==> src/rtl/eeld_pkg.sv <==
package eeld_pkg;

  localparam logic [7:0] EE_READ_OP = 8'h03;
  localparam logic [7:0] EE_DUMMY   = 8'h00;

  typedef enum logic [3:0] {
    S_IDLE,
    S_LHDR,
    S_LDAT,
    S_GAP,
    S_VHDR,
    S_VDAT,
    S_VRD,
    S_VCMP,
    S_DONE
  } seq_state_e;

  typedef struct packed {
    logic        cmp_err;
    logic        sum_err;
    logic [15:0] fail_addr;
  } verify_res_t;

endpackage

==> src/rtl/eeld_spi_byte.sv <==
module eeld_spi_byte #(
  parameter int HALF = 2
) (
  input  logic       clk,
  input  logic       rst_n,
  input  logic       start,
  input  logic [7:0] tx,
  input  logic       miso,
  output logic       sclk,
  output logic       mosi,
  output logic       done,
  output logic [7:0] rx
);

  localparam int CW = (HALF > 1) ? $clog2(HALF) : 1;
  localparam logic [CW-1:0] CNT_END = CW'(HALF - 1);

  logic [CW-1:0] cnt_q, cnt_d;
  logic [2:0]    bit_q, bit_d;
  logic [7:0]    sh_q, sh_d;
  logic          act_q, act_d;
  logic          sclk_q, sclk_d;
  logic          mosi_q, mosi_d;
  logic          done_q, done_d;
  logic          tick;
  logic          en;

  assign tick = act_q && (cnt_q == CNT_END);
  assign en   = act_q || start || done_q;

  always_comb begin
    cnt_d  = cnt_q;
    bit_d  = bit_q;
    sh_d   = sh_q;
    act_d  = act_q;
    sclk_d = sclk_q;
    mosi_d = mosi_q;
    done_d = 1'b0;
    if (!act_q) begin
      if (start) begin
        act_d  = 1'b1;
        sh_d   = tx;
        mosi_d = tx[7];
        bit_d  = 3'd0;
        cnt_d  = '0;
        sclk_d = 1'b0;
      end
    end else begin
      cnt_d = tick ? '0 : cnt_q + 1'b1;
      if (tick) begin
        if (!sclk_q) begin
          // rising edge: sample the slave's bit
          sclk_d = 1'b1;
          sh_d   = {sh_q[6:0], miso};
        end else begin
          // falling edge: next bit or end of byte
          sclk_d = 1'b0;
          if (bit_q == 3'd7) begin
            act_d  = 1'b0;
            done_d = 1'b1;
          end else begin
            bit_d  = bit_q + 3'd1;
            mosi_d = sh_q[7];
          end
        end
      end
    end
  end

  always_ff @(posedge clk or negedge rst_n) begin
    if (!rst_n) begin
      cnt_q  <= '0;
      bit_q  <= 3'd0;
      sh_q   <= 8'h00;
      act_q  <= 1'b0;
      sclk_q <= 1'b0;
      mosi_q <= 1'b0;
      done_q <= 1'b0;
    end else if (en) begin
      cnt_q  <= cnt_d;
      bit_q  <= bit_d;
      sh_q   <= sh_d;
      act_q  <= act_d;
      sclk_q <= sclk_d;
      mosi_q <= mosi_d;
      done_q <= done_d;
    end
  end

  assign sclk = sclk_q;
  assign mosi = mosi_q;
  assign done = done_q;
  assign rx   = sh_q;

endmodule

==> src/rtl/eeld_seq.sv <==
module eeld_seq
  import eeld_pkg::*;
#(
  parameter int          IMG_BYTES = 16,
  parameter int          ADDR_W    = 16,
  parameter logic [15:0] EE_BASE   = 16'h0000
) (
  input  logic              clk,
  input  logic              rst_n,
  input  logic              start,
  input  logic              x_done,
  input  logic [7:0]        x_rx,
  output logic              x_start,
  output logic [7:0]        x_tx,
  output logic              cs_n,
  output logic              mem_we,
  output logic              mem_re,
  output logic [ADDR_W-1:0] mem_addr,
  output logic [7:0]        mem_wdata,
  input  logic [7:0]        mem_rdata,
  output logic              done,
  output logic              busy,
  output verify_res_t       res
);

  localparam int IDX_W = (IMG_BYTES > 2) ? $clog2(IMG_BYTES) : 1;
  localparam logic [IDX_W-1:0] LAST_IDX = IDX_W'(IMG_BYTES - 1);

  seq_state_e       st_q, st_d;
  logic [IDX_W-1:0] idx_q, idx_d;
  logic [1:0]       hdr_q, hdr_d;
  logic [7:0]       sum_q, sum_d;
  logic [7:0]       vb_q, vb_d;
  verify_res_t      res_q, res_d;

  function automatic logic [7:0] hdr_byte(input logic [1:0] n);
    case (n)
      2'd0:    hdr_byte = EE_BASE[15:8];
      2'd1:    hdr_byte = EE_BASE[7:0];
      default: hdr_byte = EE_DUMMY;
    endcase
  endfunction

  always_comb begin
    st_d    = st_q;
    idx_d   = idx_q;
    hdr_d   = hdr_q;
    sum_d   = sum_q;
    vb_d    = vb_q;
    res_d   = res_q;
    x_start = 1'b0;
    x_tx    = EE_READ_OP;
    mem_we  = 1'b0;
    mem_re  = 1'b0;
    case (st_q)
      S_IDLE: begin
        if (start) begin
          res_d   = '0;
          idx_d   = '0;
          hdr_d   = 2'd0;
          sum_d   = 8'h00;
          x_start = 1'b1;
          st_d    = S_LHDR;
        end
      end
      S_LHDR, S_VHDR: begin
        if (x_done) begin
          x_start = 1'b1;
          x_tx    = hdr_byte(hdr_q);
          if (hdr_q == 2'd2) begin
            st_d = (st_q == S_LHDR) ? S_LDAT : S_VDAT;
          end else begin
            hdr_d = hdr_q + 2'd1;
          end
        end
      end
      S_LDAT: begin
        if (x_done) begin
          mem_we = 1'b1;
          if (idx_q == LAST_IDX) begin
            res_d.sum_err = (x_rx != sum_q);
            st_d          = S_GAP;
          end else begin
            sum_d   = sum_q + x_rx;
            idx_d   = idx_q + 1'b1;
            x_start = 1'b1;
            x_tx    = EE_DUMMY;
          end
        end
      end
      S_GAP: begin
        idx_d   = '0;
        hdr_d   = 2'd0;
        x_start = 1'b1;
        st_d    = S_VHDR;
      end
      S_VDAT: begin
        if (x_done) begin
          vb_d = x_rx;
          st_d = S_VRD;
        end
      end
      S_VRD: begin
        mem_re = 1'b1;
        st_d   = S_VCMP;
      end
      S_VCMP: begin
        if (mem_rdata != vb_q) begin
          res_d.cmp_err   = 1'b1;
          res_d.fail_addr = 16'(idx_q);
          st_d            = S_DONE;
        end else if (idx_q == LAST_IDX) begin
          st_d = S_DONE;
        end else begin
          idx_d   = idx_q + 1'b1;
          x_start = 1'b1;
          x_tx    = EE_DUMMY;
          st_d    = S_VDAT;
        end
      end
      S_DONE:  st_d = S_IDLE;
      default: st_d = S_IDLE;
    endcase
  end

  always_ff @(posedge clk or negedge rst_n) begin
    if (!rst_n) begin
      st_q  <= S_IDLE;
      idx_q <= '0;
      hdr_q <= 2'd0;
      sum_q <= 8'h00;
      vb_q  <= 8'h00;
      res_q <= '0;
    end else begin
      st_q  <= st_d;
      idx_q <= idx_d;
      hdr_q <= hdr_d;
      sum_q <= sum_d;
      vb_q  <= vb_d;
      res_q <= res_d;
    end
  end

  assign cs_n      = (st_q == S_IDLE) || (st_q == S_GAP) || (st_q == S_DONE);
  assign mem_addr  = ADDR_W'(idx_q);
  assign mem_wdata = x_rx;
  assign done      = (st_q == S_DONE);
  assign busy      = (st_q != S_IDLE);
  assign res       = res_q;

endmodule

==> src/rtl/eeld_autoload.sv <==
module eeld_autoload
  import eeld_pkg::*;
#(
  parameter int          IMG_BYTES = 16,
  parameter int          ADDR_W    = 16,
  parameter logic [15:0] EE_BASE   = 16'h0000,
  parameter int          SCLK_HALF = 2,
  parameter int          RST_SYNC  = 2
) (
  input  logic              clk,
  input  logic              rst_n,
  input  logic              start,
  output logic              done,
  output logic              busy,
  output logic              spi_cs_n,
  output logic              spi_sclk,
  output logic              spi_mosi,
  input  logic              spi_miso,
  output logic              mem_we,
  output logic              mem_re,
  output logic [ADDR_W-1:0] mem_addr,
  output logic [7:0]        mem_wdata,
  input  logic [7:0]        mem_rdata,
  output logic              cmp_err,
  output logic              sum_err,
  output logic [7:0]        fail_lo,
  output logic [7:0]        fail_hi,
  output logic              irq
);

  logic [RST_SYNC-1:0] rsync_q;
  logic                rst_int_n;
  logic                x_start, x_done;
  logic [7:0]          x_tx, x_rx;
  verify_res_t         res;

  // asynchronous assert, synchronous release
  always_ff @(posedge clk or negedge rst_n) begin
    if (!rst_n) rsync_q <= '0;
    else        rsync_q <= {rsync_q[RST_SYNC-2:0], 1'b1};
  end
  assign rst_int_n = rsync_q[RST_SYNC-1];

  eeld_spi_byte #(.HALF(SCLK_HALF)) u_spi (
    .clk   (clk),
    .rst_n (rst_int_n),
    .start (x_start),
    .tx    (x_tx),
    .miso  (spi_miso),
    .sclk  (spi_sclk),
    .mosi  (spi_mosi),
    .done  (x_done),
    .rx    (x_rx)
  );

  eeld_seq #(
    .IMG_BYTES (IMG_BYTES),
    .ADDR_W    (ADDR_W),
    .EE_BASE   (EE_BASE)
  ) u_seq (
    .clk       (clk),
    .rst_n     (rst_int_n),
    .start     (start),
    .x_done    (x_done),
    .x_rx      (x_rx),
    .x_start   (x_start),
    .x_tx      (x_tx),
    .cs_n      (spi_cs_n),
    .mem_we    (mem_we),
    .mem_re    (mem_re),
    .mem_addr  (mem_addr),
    .mem_wdata (mem_wdata),
    .mem_rdata (mem_rdata),
    .done      (done),
    .busy      (busy),
    .res       (res)
  );

  assign cmp_err = res.cmp_err;
  assign sum_err = res.sum_err;
  assign fail_lo = res.fail_addr[7:0];
  assign fail_hi = res.fail_addr[15:8];
  assign irq     = res.cmp_err | res.sum_err;

endmodule

==> config.mk <==
export PLATFORM = sky130hd
export DESIGN_NAME = eeld_autoload
export DESIGN_NICKNAME = d
export VERILOG_FILES = /design/src/rtl/eeld_pkg.sv /design/src/rtl/eeld_spi_byte.sv /design/src/rtl/eeld_seq.sv /design/src/rtl/eeld_autoload.sv
export SDC_FILE = /design/constraint.sdc
export NUM_CORES = 1
export LEC_CHECK = 0
export ABC_AREA = 1
export BUFFER_PORTS_ARGS = -buffer_cell sky130_fd_sc_hd__buf_2
export CORE_AREA = 2 2 73 92
export CTS_CLUSTER_SIZE = 30
export DETAILED_ROUTE_END_ITERATION = 6
export DIE_AREA = 0 0 75 94
export HOLD_SLACK_MARGIN = 0.03
export PLACE_DENSITY = 0.75
export SLEW_MARGIN = 20
export SYNTH_ARGS = -nofsm -noshare
export SYNTH_HDL_FRONTEND = slang
export SYNTH_SLANG_ARGS = --single-unit
==> constraint.sdc <==
create_clock -name clk -period 3.45 [get_ports clk]
set_clock_uncertainty 0.2 [all_clocks]
set_input_delay 0 -clock clk [delete_from_list [all_inputs] [get_ports clk]]
set_output_delay 0 -clock clk [all_outputs]
set_load 0.03 [all_outputs]
== Word level (Yosys, flattened, before mapping) ==
Cells that the tools add are included.
W data, S select, Z words.
Cells by class
  shifts and indexed selects: 0
  divide/modulo/power cells: 0
  $lt $le $gt $ge: 0
  reductions and logical operators: 24
  $add $sub $neg: 5
  equal/unequal tests: 27
  multiplexer cells: 73
  multipliers: 0
  bitwise gates (word level): 1
Operator list (count)
  $mux W8: 9
  $mux W4: 12
  $pmux W16 S2: 1
  $mux W1: 30
  $pmux W4 S7: 1
  $pmux W8 S3: 1
  $ne A2 B2 Y1 const B: 11
  $reduce_and A4 Y1: 5
  $mux W18: 1
  $mux W3: 6
  $eq A4 B3 Y1 const B: 4
  $mux W16: 1
  $ne A8 B8 Y1: 2
  $pmux W4 S4: 1
  $pmux W8 S2: 1
  $mux W2: 5
  $add A8 B8 Y8: 1
  $eq A4 B2 Y1 const B: 2
  $eq A4 B4 Y1 const B: 2
  $reduce_bool A4 Y1: 2
  $ne A2 B1 Y1 const B: 3
  $pmux W2 S3: 1
  $reduce_and A3 Y1: 2
  $reduce_and A6 Y1: 1
  18 further kinds: 25
Storage, ports and cells
  output and inout port bits: 50
  word-level logic and storage cells: 146
  RAM bits: 0
  memories: 0
  bits in registers: 62
  memory bits (read-only): 0
  bits in latches: 0
  input bits: 12

== Depth between registers and ports, before layout ==
Gate-level depths: netlist of the first run.
  depth in word-level cells: 7
  depth in mapped cells: 12
  depth with buffers taken out: 12

== Hierarchy ==
A second synthesis of the first run with hierarchy kept.
Unflattened totals
  cell total of the unflattened synthesis: 428
  area, all modules: 3303.2 µm²
Modules (own cells, without submodules)
  eeld_seq: cells each 313, area each 2342.2 µm², times used 1
  eeld_spi_byte: cells each 109, area each 895.9 µm², times used 1
  eeld_autoload: cells each 6, area each 65.1 µm², times used 1

== Least setup slack after synthesis of the first run ==
Ideal clock, no wire load.
  path kind: register to register
  start: register u_spi.sh_q[0], in the netlist u_spi.rx[0]
  end: register u_seq.sum_q[6]
  clock period less this slack: 2.111 ns
  arrival time: 1.785 ns
  cell stages (with the launch flop): 10
  slack: 1.339 ns
  setup time: 0.126 ns
  path through: dfrtp_1 ha_1 fa_1 nand3_1 nand3_1 nand2_1 nand2_1 a21oi_1 xor2_1 o21ai_0
On the way
  cells in the longest elaborated chain, start to end: 4
RTL lines
  start: declaration: line eeld_spi_byte.sv:20  | logic [7:0] sh_q, sh_d;
  start signal: assignment: line eeld_spi_byte.sv:74  | sh_q <= 8'h00;
  start signal: assignment: line eeld_spi_byte.sv:82  | sh_q <= sh_d;
  $add A8 B8 Y8: line eeld_seq.sv:84  | sum_d = sum_q + x_rx;
  $mux W8: line eeld_seq.sv:80  | if (idx_q == LAST_IDX) begin
  $mux W8: line eeld_seq.sv:78  | if (x_done) begin
  $pmux W8 S2: line eeld_seq.sv:55  | case (st_q)
  end signal: assignment: line eeld_seq.sv:138  | sum_q <= sum_d;
  end: declaration: line eeld_seq.sv:32  | logic [7:0] sum_q, sum_d;
No other way between the ends. The select of a mux whose other input is x is not followed.
A chain may end at the register's enable or synchronous reset.

== Final worst setup path of the first run ==
  start: register u_seq.vb_q[4]
  end: register u_spi.sh_q[0], in the netlist u_spi.rx[0]
On the way
  cells in the longest elaborated chain, start to end: 6
  elaborated cells between the ends (all ways): 11
RTL lines
  start: declaration: line eeld_seq.sv:33  | logic [7:0] vb_q, vb_d;
  start signal: assignment: line eeld_seq.sv:139  | vb_q <= vb_d;
  $ne A8 B8 Y1 (*): line eeld_seq.sv:108  | if (mem_rdata != vb_q) begin
  $mux W1: line eeld_seq.sv:108
  $pmux W1 S5: line eeld_seq.sv:55
  $logic_or A1 B1 Y1 (2 in a row): line eeld_spi_byte.sv:29  | assign en = act_q || start || done_q;
  $reduce_and A4 Y1 (no line)
Every way passes the cells marked *; elsewhere a longest branch is shown, timed or not. The select of a mux whose other input is x is not followed.

==> impl_metrics.env, run 1 <==
export IMPL_outcome="finished, final reports clean"
export IMPL_synthMuxAreaShare_pct=1.523
export IMPL_drive_gt1_share_pct=16.55
export IMPL_p_sw_uw=1161
export IMPL_cp_end_kind="flop"
export IMPL_combPwrFrac_pct=49.7
export IMPL_routed_wl_um=6050
export IMPL_num_rows=32
export IMPL_cts_setup_buffers=0
export IMPL_hold_violations=0
export IMPL_grt_use_total_pct=19.39
export IMPL_synth_seq_cells=50
export IMPL_leakagePower_uw=0.001840
export IMPL_finalSetupViolCount=0
export IMPL_dpl_instance_area_mm2=0.003143
export IMPL_worstHoldPathCells=8
export IMPL_min_to="u_seq.st_q[3]"
export IMPL_synthArstFlopShare_pct=100.0
export IMPL_syn_area_per_cell_um2=7.888
export IMPL_antenna_found_initial=0
export IMPL_cts_tree="built"
export IMPL_cp_max_fo=3
export IMPL_antenna_left=0
export IMPL_final_area_mm2=0.003309
export IMPL_worstHoldStart="mem_rdata[7]"
export IMPL_hold_path_class="in2reg"
export IMPL_finalCritPeriodShare_pct=80.01
export IMPL_arrival_ps=2750
export IMPL_period_needed_ps=2760
export IMPL_synth_edff_count=0
export IMPL_p_per_area_mw_per_mm2=722.8
export IMPL_slew_headroom_pct=58.32
export IMPL_synth_cell_area_mm2=0.002958
export IMPL_use_met1_pct=23.67
export IMPL_gp_congestion=0.8530
export IMPL_grt_max_degree=49
export IMPL_grt_pass1_wl_um=10630
export IMPL_drc_errors=0
export IMPL_io_buffers=37
export IMPL_yosysUniqueCellTypes=34
export IMPL_seqPwrFrac_pct=36.6
export IMPL_area_growth_pct=11.89
export IMPL_grtUsageMet2_pct=33.48
export IMPL_fmax_mhz=362.3
export IMPL_place_inst=493
export IMPL_vias_per_cell=4.799
export IMPL_r2r_start="u_seq.vb_q[4]"
export IMPL_num_vias=2438
export IMPL_max_vdd_ir_drop_mv=0.3852
export IMPL_htreeDepth=2
export IMPL_fin_tns_setup_ps=0
export IMPL_fp_dieArea_mm2=0.007050
export IMPL_diodes=0
export IMPL_cts_sinks=50
export IMPL_switching_share_pct=48.52
export IMPL_fin_util_pct=54.02
export IMPL_internal_power_uw=1232
export IMPL_wl_per_cell_um=11.91
export IMPL_synth_top_family_by_area="simple AND/OR/NAND/NOR gates"
export IMPL_start_util_pct=48.28
export IMPL_yosysWarnings=0
export IMPL_stdcell_count=508
export IMPL_crit_path_start_kind="flop"
export IMPL_synth_compound_area_share_pct=7.318
export IMPL_core_mm2=0.006126
export IMPL_mostFrequentLayoutCells="nand2_1 (108), dfrtp_1 (49), inv_1 (39), buf_2 (37), nor2_1 (33)"
export IMPL_cts_buffers=5
export IMPL_clockPowerShare_pct=13.7
export IMPL_final_common_cell="nand2_1"
export IMPL_synthXorXnorAreaFrac_pct=2.369
export IMPL_clock_path_buffers=2
export IMPL_reg2regPathDepth=12
export IMPL_synthAdderAreaFrac_pct=5.330
export IMPL_syn_inst=375
export IMPL_hold_buffers=8
export IMPL_grt_met3_usage_pct=3.433
export IMPL_synth_simple_area_share_pct=28.89
export IMPL_final_nets=447
export IMPL_clockRootBuffer="clkbuf_8"
export IMPL_ys_seq_area_share_pct=42.30
export IMPL_dp_hpwl_um=4528
export IMPL_required_ps=3440
export IMPL_die_y_um=94
export IMPL_clkLatencyLatePin_ps=300
export IMPL_worstMarginPinSlew_ps=625.1
export IMPL_io_pins=62
export IMPL_clkSlewWorstSetupHoldPaths_ps=90
export IMPL_drv_cap=0
export IMPL_grt_overflow=0
export IMPL_r2r_end="u_spi.rx[0]"
export IMPL_drtPass1Iterations=4
export IMPL_grt_pass1_vias=2406
export IMPL_die_width_um=75
export IMPL_path_class="reg2reg"
export IMPL_ys_flop_type="dfrtp_1"
export IMPL_r2r_setup_slack_ps=690
export IMPL_rsz0062_at_grt="false"
export IMPL_busiest_layer="met2"
export IMPL_drt_iter0_markers=137
export IMPL_ctsResizeCount=0
export IMPL_maxSlewViolCount=0
[critical path: stages, from the launching register on]
cell and delay (ps):
dfrtp_1 400, xnor2_1 160, nand2_1 70, dlygate4sd3_1 550, nor2_1 200, dlygate4sd3_1 590
nand3_1 70, nand2_1 90, nand2_1 70, nand2_1 70, nand2_1 50, nand3_1 70
nand2_1 70
[synth_stat cells (2+ instances only)]
master | n | share of area (%)
nand2_1 | 108 | 14
dfrtp_1 | 50 | 42
inv_1 | 39 | 4.9
nor2_1 | 33 | 4.2
buf_4 | 24 | 6.1
nand3_1 | 24 | 4.1
o21ai_0 | 21 | 3.6
ha_1 | 11 | 4.7
a21oi_1 | 8 | 1.4
nand2_2 | 5 | 1.1
o21ai_1 | 5 | 0.85
inv_2 | 4 | 0.51
mux2_2 | 4 | 1.5
nor2_4 | 4 | 1.5
xnor2_1 | 4 | 1.2
xor2_1 | 4 | 1.2
nand2_4 | 3 | 1.1
nand4_1 | 3 | 0.63
and2_1 | 2 | 0.42
buf_2 | 2 | 0.34
conb_1 | 2 | 0.25
nor3_1 | 2 | 0.34
o211ai_1 | 2 | 0.51
[metal layers]
metal / part of all wire [%] / wire length [µm]
met2: 52 / 3147
met3: 4.6 / 276
met4: 1.2 / 73
met5: 0 / 0
met1: 42 / 2553
[per-stage QoR]
step | setup WS [ps] | power [µW] | hold slack [ps]
after floorplan | 1339 | 1807 | -495.6
after global placement | 1433 | 2036 | -413.4
after detailed placement | 1366 | 2067 | -413.4
after CTS | 696.5 | 2408 | 87.57
after global routing | 491.2 | 2607 | 153.5
final | 689.8 | 2392 | 93.07
[cells by family (layout without fill, tap and decap cells)]
kind of cell	Yosys count	after routing
simple gates	189	189
buf+inv	70	95
flops	50	50
compound gates	40	40
fa+ha+maj	12	12
xor+xnor	8	8
mux	4	4
other cells	2	25
[flip-flops by register name, summed over array words and instances (netlist names)]
register,flops
u_seq.vb_q,8
u_seq.sum_q,8
u_spi.bit_q,3
u_seq.hdr_q,2
u_spi.done,1
u_seq.res,6
u_spi.mosi,1
u_seq.idx_q,4
u_spi.rx,8
u_seq.st_q,4
u_spi.cnt_q,1
u_spi.act_q,1
rsync_q,2
u_spi.sclk,1
[worst max-delay path by stage]
stage / endpoint / from / depth (start not counted) / slack (ps)
2_1_floorplan: u_seq.sum_q[6] / u_spi.rx[0] / 9 / 1340
3_3_place_gp: u_seq.sum_q[6] / u_spi.rx[0] / 9 / 1430
3_5_place_dp: u_seq.sum_q[6] / u_spi.rx[0] / 9 / 1370
4_1_cts: u_spi.rx[0] / u_seq.vb_q[4] / 12 / 700
5_1_grt: u_spi.rx[0] / u_seq.vb_q[4] / 12 / 490
6_report: u_spi.rx[0] / u_seq.vb_q[4] / 12 / 690
[final cells by class]
| cell class | instances | area [µm²] |
|---|---|---|
| clock buffers | 5 | 68.82 |
| clock inverters | 2 | 15.01 |
| fillers | 602 | 2816 |
| inverters | 43 | 161.4 |
| multi-input cells | 278 | 1438 |
| flip-flops and latches | 50 | 1255 |
| well taps | 85 | 106.4 |
| repair buffers | 45 | 265.3 |
[power by group through the flow]
stage | Combinational (µW) | Clock [µW] | Sequential, µW
final | 1190 | 329 | 876
after global routing | 1350 | 360 | 898
after CTS | 1190 | 339 | 877
after detailed placement | 1180 | 0 | 885
after global placement | 1150 | 0 | 881
after floorplan | 858 | 0 | 949
Note: power is estimated with default switching activity, not from simulation.
==> inputs of run 2 (changes only) <==
==> constraint.sdc (replaced) <==
create_clock -name clk -period 2.88 [get_ports clk]
set_clock_uncertainty 0.2 [all_clocks]
set_input_delay 0 -clock clk [delete_from_list [all_inputs] [get_ports clk]]
set_output_delay 0 -clock clk [all_outputs]
set_load 0.03 [all_outputs]
==> run 2 against run 1 <==
  * Non-clock buffer count rose by 2
  * Fmax rose by 30%
  * Worst setup slack better by 69 ps
  * Critical path depth down 1
  * Sequential power is 19% higher
  * Register-to-register slack better by 70 ps
  * Combinational power grew 20%
==> impl_metrics.env, run 2 (synthesis results as in run 1) <==
export IMPL_cts_sinks=50
export IMPL_combPwrFrac_pct=48.3
export IMPL_antenna_left=0
export IMPL_drive_gt1_share_pct=17.61
export IMPL_grt_pass1_vias=2335
export IMPL_crit_path_top_delay_cell="dlygate4sd3_1"
export IMPL_diodes=0
export IMPL_cp_max_fo=2
export IMPL_fin_util_pct=54.78
export IMPL_cts_buffers=5
export IMPL_final_area_mm2=0.003356
export IMPL_final_common_cell="nand2_1"
export IMPL_antenna_found_initial=0
export IMPL_internal_power_uw=1572
export IMPL_num_rows=32
export IMPL_gp_congestion=0.8439
export IMPL_clockPowerShare_pct=16.6
export IMPL_grt_use_total_pct=18.98
export IMPL_rsz0062_at_grt="false"
export IMPL_p_per_area_mw_per_mm2=884.4
export IMPL_slew_headroom_pct=63.70
export IMPL_dp_hpwl_um=4642
export IMPL_finalCritPeriodShare_pct=73.66
export IMPL_drc_errors=0
export IMPL_die_width_um=75
export IMPL_seqPwrFrac_pct=35.1
export IMPL_hold_path_class="reg2async"
export IMPL_maxSlewViolCount=0
export IMPL_drv_cap=0
export IMPL_arrival_ps=2120
export IMPL_wl_per_cell_um=11.92
export IMPL_area_growth_pct=13.45
export IMPL_routed_wl_um=6089
export IMPL_fin_tns_setup_ps=0
export IMPL_timing_hold_ws_ps=35.80
export IMPL_vias_per_cell=4.875
export IMPL_hold_violations=0
export IMPL_leakagePower_uw=0.001870
export IMPL_crit_path_start_kind="flop"
export IMPL_die_y_um=94
export IMPL_slowest_delay_ps=560
export IMPL_max_vdd_ir_drop_mv=0.4812
export IMPL_path_delay_family="simple AND/OR/NAND/NOR gates"
export IMPL_register_area_mm2=0.001252
export IMPL_htreeDepth=2
export IMPL_drtPass1Iterations=4
export IMPL_period_needed_ps=2121
export IMPL_grt_pass1_wl_um=10420
export IMPL_cts_tree="built"
export IMPL_cp_end_kind="flop"
export IMPL_start_util_pct=48.28
export IMPL_r2r_setup_slack_ps=760
export IMPL_io_pins=62
export IMPL_multi_input_area_mm2=0.001448
export IMPL_clkLatencyLatePin_ps=300
export IMPL_required_ps=2880
export IMPL_worstMarginPinSlew_ps=543.0
export IMPL_finalSetupViolCount=0
export IMPL_place_inst=494
export IMPL_fp_dieArea_mm2=0.007050
export IMPL_drt_iter0_markers=136
export IMPL_mostFrequentLayoutCells="nand2_1 (108), dfrtp_1 (49), inv_1 (39), buf_2 (37), nor2_1 (32)"
export IMPL_dpl_instance_area_mm2=0.003151
export IMPL_final_nets=449
export IMPL_switching_share_pct=47.02
export IMPL_clockRootBuffer="clkbuf_8"
export IMPL_path_class="reg2reg"
export IMPL_core_mm2=0.006126
export IMPL_clkSlewWorstSetupHoldPaths_ps=90
export IMPL_fmax_mhz=471.4
export IMPL_clock_path_buffers=2
export IMPL_nFillCells=588
export IMPL_p_sw_uw=1395
export IMPL_outcome="finished, final reports clean"
export IMPL_grt_max_degree=28
export IMPL_worstPathCellList="xnor2_1 > nand2_1 > nor2_2 > dlygate4sd3_1 > nand3_1 > nand2_1 > nand2_1 > nand2_1 > nand2_1 > nand3_1 > nand2_1"
export IMPL_stdcell_count=511
export IMPL_cp_common_cell="nand2_1"
export IMPL_num_vias=2491
export IMPL_grt_overflow=0
export IMPL_path_buf_inv=1
export IMPL_io_buffers=37
-- run 2: final cells by class --
| class | count | share of cell area (%) |
|---|---|---|
| multi-input cells | 278 | 43.14 |
| flip-flops and latches | 50 | 37.32 |
| repair buffers | 47 | 8.277 |
| inverters | 43 | 4.810 |
| well taps | 85 | 3.169 |
| clock buffers | 6 | 2.163 |
| clock inverters | 2 | 1.119 |
-- run 2: worst reg2reg max path: stages (launching register included) --
cell and delay [ps]:
dfrtp_1 410, xnor2_1 210, nand2_1 90, nor2_2 120
dlygate4sd3_1 560, nand3_1 60, nand2_1 90, nand2_1 50
nand2_1 70, nand2_1 50, nand3_1 70, nand2_1 50
-- run 2: stage by stage --
step | power (µW) | worst slack [ps]
final | 2968 | 758.5
after floorplan | 2164 | 769.1
after CTS | 2980 | 142.2
after detailed placement | 2476 | 803.5
after global placement | 2437 | 859.8
after global routing | 3226 | 528.1
-- run 2: per-layer routing --
layer / global-route usage (%) / wire length, µm / share of wire (%)
met5: 0 / 0 / 0
met4: 5.060 / 65 / 1.1
met3: 3.112 / 225 / 3.7
met2: 33.19 / 3072 / 50
met1: 23.77 / 2725 / 45
-- run 2: final timing paths --
| path | to | cells past startpoint | startpoint |
|---|---|---|---|
| worst min register to register | u_seq.st_q[0] | 0 | rsync_q[1] |
| max in group asynchronous | u_seq.vb_q[3] | 1 | rsync_q[1] |
| worst max register to register | u_spi.rx[0] | 11 | u_seq.vb_q[0] |
| worst min-delay path | u_seq.st_q[0] | 0 | rsync_q[1] |
| worst max-delay path | u_spi.rx[0] | 11 | u_seq.vb_q[0] |
| min in group clk | rsync_q[1] | 0 | rsync_q[0] |
-- run 2: power by group through the flow --
stage,Combinational (µW),Sequential (µW),Clock [µW]
6_report,1430,1040,494
5_1_grt,1630,1070,526
4_1_cts,1430,1040,503
3_5_place_dp,1420,1050,0
3_3_place_gp,1390,1050,0
2_1_floorplan,1030,1140,0
-- run 2: timing repair --
action                     4_1_cts  5_1_grt
hold endpoints to repair        13        0
setup endpoints to repair        0        2
hold buffers                     8        0
resized for setup                0        2
setup buffers                    0        2
